**config.mk**
```make
export PLATFORM = sky130hd
export DESIGN_NAME = dsc_top
export DESIGN_NICKNAME = d
export VERILOG_FILES = /design/src/rtl/dsc_pkg.sv /design/src/rtl/dsc_regs.sv /design/src/rtl/dsc_wake.sv /design/src/rtl/dsc_outs.sv /design/src/rtl/dsc_top.sv
export SDC_FILE = /design/constraint.sdc
export NUM_CORES = 1
export LEC_CHECK = 0
export ABC_AREA = 1
export BUFFER_PORTS_ARGS = -buffer_cell sky130_fd_sc_hd__buf_2
export CAP_MARGIN = 20
export CORE_UTILIZATION = 36
export DETAILED_ROUTE_END_ITERATION = 16
export MAX_ROUTING_LAYER = met4
export PLACE_DENSITY = 0.81
export SLEW_MARGIN = 20
export SYNTH_ARGS = -nofsm -noshare
export SYNTH_HDL_FRONTEND = slang
export SYNTH_SLANG_ARGS = --single-unit
```
**constraint.sdc**
```tcl
create_clock -name clk -period 1.4 [get_ports clk]
set_input_delay 0.28 -clock clk [delete_from_list [all_inputs] [get_ports clk]]
set_output_delay 0.28 -clock clk [all_outputs]
set_load 0.005 [all_outputs]
```
**src/rtl/dsc_pkg.sv**
```systemverilog
// Package: shared types and helpers for the display standby/mode controller.
// Assumes a two-bit duty code; divisor width fixed at 4 bits (max 10).
package dsc_pkg;

    localparam int DUTY_CODE_W = 2;
    localparam int DIV_W       = 4;

    typedef enum logic [DUTY_CODE_W-1:0] {
        DUTY_EIGHT = 2'b00,
        DUTY_NINE  = 2'b01,
        DUTY_TEN_A = 2'b10,
        DUTY_TEN_B = 2'b11
    } duty_code_e;

    // Map a duty code to its common-line divisor.
    function automatic logic [DIV_W-1:0] duty_to_div(input duty_code_e code);
        case (code)
            DUTY_EIGHT: duty_to_div = DIV_W'(8);
            DUTY_NINE:  duty_to_div = DIV_W'(9);
            default:    duty_to_div = DIV_W'(10);
        endcase
    endfunction

endpackage

```
**src/rtl/dsc_regs.sv**
```systemverilog
// Module: dsc_regs
// Holds the duty code, standby bit and display-enable bit. A write is taken
// when wr_en is high; wr_sel picks the register. Unused data bits are dropped.
// Also flags the write cycle that moves standby from 0 to 1.
// Assumes writes arrive already decoded and synchronous to clk.
module dsc_regs
    import dsc_pkg::*;
#(
    parameter int DATA_W = 8
) (
    input  logic              clk,
    input  logic              rst_n,
    input  logic              wr_en,
    input  logic              wr_sel,
    input  logic [DATA_W-1:0] wr_data,
    output duty_code_e        duty_code,
    output logic              standby,
    output logic              disp_on,
    output logic              stb_enter
);

    localparam int STB_BIT  = 1;
    localparam int DISP_BIT = 0;

    logic wr_duty;
    logic wr_mode;

    // Decode which register a strobe targets.
    always_comb begin
        wr_duty = wr_en && !wr_sel;
        wr_mode = wr_en &&  wr_sel;
    end

    // Pulse on the write that turns standby on.
    always_comb stb_enter = wr_mode && wr_data[STB_BIT] && !standby;

    // Duty register update.
    always_ff @(posedge clk) begin
        if (!rst_n)       duty_code <= DUTY_EIGHT;
        else if (wr_duty) duty_code <= duty_code_e'(wr_data[DUTY_CODE_W-1:0]);
    end

    // Standby and display-enable register update.
    always_ff @(posedge clk) begin
        if (!rst_n) begin
            standby <= 1'b0;
            disp_on <= 1'b0;
        end else if (wr_mode) begin
            standby <= wr_data[STB_BIT];
            disp_on <= wr_data[DISP_BIT];
        end
    end

endmodule

```
**src/rtl/dsc_wake.sv**
```systemverilog
// Module: dsc_wake
// Produces the registered key-request flag and the oscillator enable.
// In standby only key activity may raise the flag; the oscillator runs
// whenever standby is off or the flag is up.
// Assumes key_act and aux_req are already synchronous to clk.
module dsc_wake (
    input  logic clk,
    input  logic rst_n,
    input  logic standby,
    input  logic key_act,
    input  logic aux_req,
    output logic key_req,
    output logic osc_en
);

    logic req_next;

    // Collect request sources, dropping the others while in standby.
    always_comb req_next = key_act || (aux_req && !standby);

    // Register the flag so it trails its sources by one clock.
    always_ff @(posedge clk) begin
        if (!rst_n) key_req <= 1'b0;
        else        key_req <= req_next;
    end

    // Oscillator gate: free-running outside standby, key-driven inside.
    always_comb osc_en = !standby || key_req;

endmodule

```
**src/rtl/dsc_outs.sv**
```systemverilog
// Module: dsc_outs
// Applies the mode bits to the driver outputs: blanking, port A forcing,
// port B freezing and encoder masking. Port B's pre-standby value is
// captured on the edge where standby is entered.
// Assumes stb_enter is high only in the cycle of the entering write.
module dsc_outs #(
    parameter int PA_W = 4,
    parameter int PB_W = 4
) (
    input  logic            clk,
    input  logic            rst_n,
    input  logic            standby,
    input  logic            disp_on,
    input  logic            stb_enter,
    input  logic [PA_W-1:0] port_a_in,
    input  logic [PB_W-1:0] port_b_in,
    input  logic            enc_a_in,
    input  logic            enc_b_in,
    output logic            com_blank,
    output logic            seg_blank,
    output logic [PA_W-1:0] port_a_out,
    output logic [PB_W-1:0] port_b_out,
    output logic            enc_a_out,
    output logic            enc_b_out
);

    logic [PB_W-1:0] pb_hold;
    logic            blank;

    // Blank both driver groups when display is off or in standby.
    always_comb blank = !disp_on || standby;
    always_comb com_blank = blank;
    always_comb seg_blank = blank;

    // Capture port B at standby entry.
    always_ff @(posedge clk) begin
        if (!rst_n)         pb_hold <= '0;
        else if (stb_enter) pb_hold <= port_b_in;
    end

    // Per-bit port drive: A forced low, B frozen, while in standby.
    for (genvar i = 0; i < PA_W; i++) begin : g_pa
        always_comb port_a_out[i] = port_a_in[i] && !standby;
    end
    for (genvar j = 0; j < PB_W; j++) begin : g_pb
        always_comb port_b_out[j] = standby ? pb_hold[j] : port_b_in[j];
    end

    // Mask encoder phases in standby.
    always_comb begin
        enc_a_out = enc_a_in && !standby;
        enc_b_out = enc_b_in && !standby;
    end

endmodule

```
**src/rtl/dsc_top.sv**
```systemverilog
// Module: dsc_top
// Display standby and mode controller. Ties the register bank, the wake
// logic and the output conditioning together and exposes the duty divisor.
// Assumes a single clock domain and synchronous active-low reset.
module dsc_top
    import dsc_pkg::*;
#(
    parameter int PA_W   = 4,
    parameter int PB_W   = 4,
    parameter int DATA_W = 8
) (
    input  logic              clk,
    input  logic              rst_n,
    input  logic              wr_en,
    input  logic              wr_sel,
    input  logic [DATA_W-1:0] wr_data,
    input  logic              key_act,
    input  logic              aux_req,
    input  logic [PA_W-1:0]   port_a_in,
    input  logic [PB_W-1:0]   port_b_in,
    input  logic              enc_a_in,
    input  logic              enc_b_in,
    output logic [DIV_W-1:0]  duty_div,
    output logic              standby,
    output logic              disp_on,
    output logic              com_blank,
    output logic              seg_blank,
    output logic              osc_en,
    output logic [PA_W-1:0]   port_a_out,
    output logic [PB_W-1:0]   port_b_out,
    output logic              enc_a_out,
    output logic              enc_b_out,
    output logic              key_req
);

    duty_code_e duty_code;
    logic       stb_enter;

    dsc_regs #(.DATA_W(DATA_W)) u_regs (
        .clk       (clk),
        .rst_n     (rst_n),
        .wr_en     (wr_en),
        .wr_sel    (wr_sel),
        .wr_data   (wr_data),
        .duty_code (duty_code),
        .standby   (standby),
        .disp_on   (disp_on),
        .stb_enter (stb_enter)
    );

    dsc_wake u_wake (
        .clk     (clk),
        .rst_n   (rst_n),
        .standby (standby),
        .key_act (key_act),
        .aux_req (aux_req),
        .key_req (key_req),
        .osc_en  (osc_en)
    );

    dsc_outs #(.PA_W(PA_W), .PB_W(PB_W)) u_outs (
        .clk        (clk),
        .rst_n      (rst_n),
        .standby    (standby),
        .disp_on    (disp_on),
        .stb_enter  (stb_enter),
        .port_a_in  (port_a_in),
        .port_b_in  (port_b_in),
        .enc_a_in   (enc_a_in),
        .enc_b_in   (enc_b_in),
        .com_blank  (com_blank),
        .seg_blank  (seg_blank),
        .port_a_out (port_a_out),
        .port_b_out (port_b_out),
        .enc_a_out  (enc_a_out),
        .enc_b_out  (enc_b_out)
    );

    // Translate the stored duty code into a divisor.
    always_comb duty_div = duty_to_div(duty_code);

endmodule

```
==> summary.md <==
| Metric | Value |
|---|---|
| Design Area, Final | `approximately 700 um2` |
| Clk Latency, worst-skew pair | `around 0.26 ns` |
| Area after DPL | `666.9 um2` |
| Post-synth EDFFs | `0` |
| # DRC | `0` |
| Final net count | `roughly 140` |
| #FFs+latches synth | `9` |
| Core Area | `approximately 0.0013 mm2` |
| Root Buffer | `clkbuf_4` |
| Critical R2R Launch | `u_regs.standby` |
| FP Rows | `13` |
| Post-synth top area share | `between 30% and 40%` |
| Clock power share | `about 34%` |
| Commonest non-fill, non-tap cell in the layout | `buf_2` |
| H-tree depth | `1` |
| Hold Path Class | `input port to flop` |
| Synth Instances | `82` |
| Multi-input logic area | `~230 um2` |
| Setup CP Type | `flop to output pin` |
| Crit path DAT | `1.07 ns` |
| Antenna cells | `0` |
| Post-route setup TNS | `0 ns` |
| Pins Over Slew Limit | `0` |
| Path depth of the worst reg2reg path | `4` |
| Initial core utilization | `around 39%` |
| Sw Ratio | `between 20 and 30%` |
| Final ANT Viol Nets | `0` |
| Max clock buf depth | `2` |
| # setup viols final | `0` |
| DR iter-0 viols | `9` |
| TritonCTS clock tree | `built` |
| Synth-to-Final Area Change | `38.46%` |
| RSZ-0062 raised after global routing | `false` |
| Global placement routability congestion | `about 0.72` |
| FMAX | `between 0.7 and 0.8 GHz` |
| Part of the power in registers | `a little under half` |
| Area contributors post-synth | `dfxtp_1 36%, nor2_1 13%, inv_1 10%` |
| Hold path startpoint | `key_act` |
| Seq. cell area | `between 150 and 200 um2` |
| Min-Delay Endpoint | `u_wake.key_req` |
| Dominant synthesized flop cell | `dfxtp_1` |
| Synth area leader | `dfxtp_1` |
| Synth cell types | `15` |
| LEAKAGE | `0.3965 nW` |
| Post-Syn Nets | `roughly 110` |
| Synth Area per Inst | `6.149 um2` |
| Top Ports | `44` |
| CP Max Fanout | `7` |
| Max cap viols | `0` |
| CTS clk-pin slew, worst paths | `about 0.060 ns` |
| Fin crit period | `approximately 1.3 ns` |
| Total setup buffers inserted after CTS | `0` |
| Post-Syn Area | `504.2 um2` |
| GR Overflow Total | `0` |
| First-pass GRT wire length | `around 1.7 mm` |
| Initial antenna violation count | `0` |
| Critical Path End Type | `output pin` |
| Worst Skew | `around 0.00029 ns` |
| Combinational power share | `between 20 and 25%` |
| Psw | `0.1667 mW` |
| Post-detail-place hpwl | `roughly 830 um` |
| CTS buffer count | `3` |
| YS warnings | `0` |
| Int Pwr | `0.4419 mW` |
| Die H | `39.43 um` |
| Share of cells above drive strength 1 | `37.93%` |
| Hold Path Depth | `3` |
| Number of port buffers | `35` |
| Average wire per cell in the routed design | `around 8.6 um` |
| Total wire length | `around 1.1 mm` |
| Clock sink total | `9` |
| Vias/cell | `4.427` |
| Async set-reset flop share out of synthesis | `0%` |
| Via count of the first global-routing pass | `444` |
| Die width | `between 30 and 40 um` |
| Fin. Hold Viols | `0` |
| Outcome | `completed` |
| Total iterations of the first detailed-routing run | `2` |
| RR Endpoint | `u_outs.pb_hold[2]` |
| Tot GR Track Use | `roughly 16%` |
| Largest net degree at the start of global routing | `18` |
| Max rail drop VDD | `around 500 uV` |
| R2r setup slk | `approximately 0.51 ns` |
| Fin crit share | `between 90% and 100%` |
| Worst endpoint required time | `1.12 ns` |
| Seq/Total Area, Yosys | `a little over a third` |
| Most frequent cells in the layout | `35 x buf_2, 17 x nor2_1, 14 x inv_1` |
| Fill count | `around 150` |
| Via count | `between 500 and 600` |
| Critical path startpoint category | `flop` |
| Die area | `0.001554 mm2` |
| PD cells | `between 800 and 900 mW/mm2` |
## synthesized netlist by cell type, types with 2 or more instances
cell type,count
nor2_1,17
inv_1,14
nand2_1,13
dfxtp_1,9
nand3_1,6
o21ai_0,6
a21oi_1,5
buf_4,4
conb_1,2
## per-stage QoR
stage,setup WS [ns],power [mW],hold WS (ns),util [%],std cells
after floorplan,0.2777,0.3514,0.3974,-,82
after global placement,0.3364,0.4053,0.4481,51.25,127
after detailed placement,0.3208,0.4083,0.4487,51.25,127
after CTS,0.02987,0.6158,0.2209,53.27,131
after global routing,0.01818,0.6514,0.2264,53.65,131
final,0.05301,0.6086,0.2227,53.65,131
## cell families after synthesis
family	count (synthesis)	share of synthesized area (%)
simple gates	39	33.00
compound gates	11	10.92
flops	9	35.73
other cells	2	1.489
buf+inv	21	18.86
## routing by layer
| layer | track usage (%) | part of all wire [%] | vias up |
|---|---|---|---|
| li1 | - | - | 309 |
| met1 | 16.78 | 43 | 234 |
| met2 | 28.28 | 45 | 33 |
| met3 | 3.409 | 10 | 4 |
| met4 | 10.34 | 1.6 | 0 |
| met5 | - | 0 | - |
## state kept, by name, indices dropped and copies added (netlist names)
name	count
u_outs.pb_hold	4
u_regs.disp_on	1
u_regs.duty_code	2
u_regs.standby	1
u_wake.key_req	1
## worst max-delay path by stage
stage                               from       endpoint  slack (ns)  cells past startpoint
after detailed placement  u_regs.standby  port_b_out[2]        0.32                      4
after floorplan           u_regs.standby         osc_en        0.28                      3
after CTS                 u_regs.standby  port_b_out[2]        0.03                      4
final                     u_regs.standby         osc_en        0.05                      3
after global placement    u_regs.standby  port_b_out[0]        0.34                      4
after global routing      u_regs.standby         osc_en        0.02                      3
## power groups by stage
stage / Combinational, mW / Sequential, mW / Clock [mW]
after floorplan: 0.0688 / 0.283 / 0
after global placement: 0.123 / 0.283 / 0
final: 0.126 / 0.278 / 0.205
after CTS: 0.126 / 0.278 / 0.212
after global routing: 0.146 / 0.280 / 0.226
after detailed placement: 0.125 / 0.283 / 0
## critical path: stages, from the launching register on
cell,delay [ns]
dfxtp_2,0.34
inv_2,0.07
or2_2,0.27
buf_2,0.13
## layout make-up
type	count	area share, %
Tap cell	15	2.688
Sequential cell	9	25.99
Timing Repair Buffer	36	26.70
Multi-Input combinational cell	52	32.80
Clock buffer	4	3.763
Inverter	15	8.065
## repair_timing
item | CTS | global route
gates resized for setup | 0 | 2
hold buffers | 0 | 0
setup endpoints to repair | 0 | 4
Note: power is estimated with default switching activity, not from simulation.
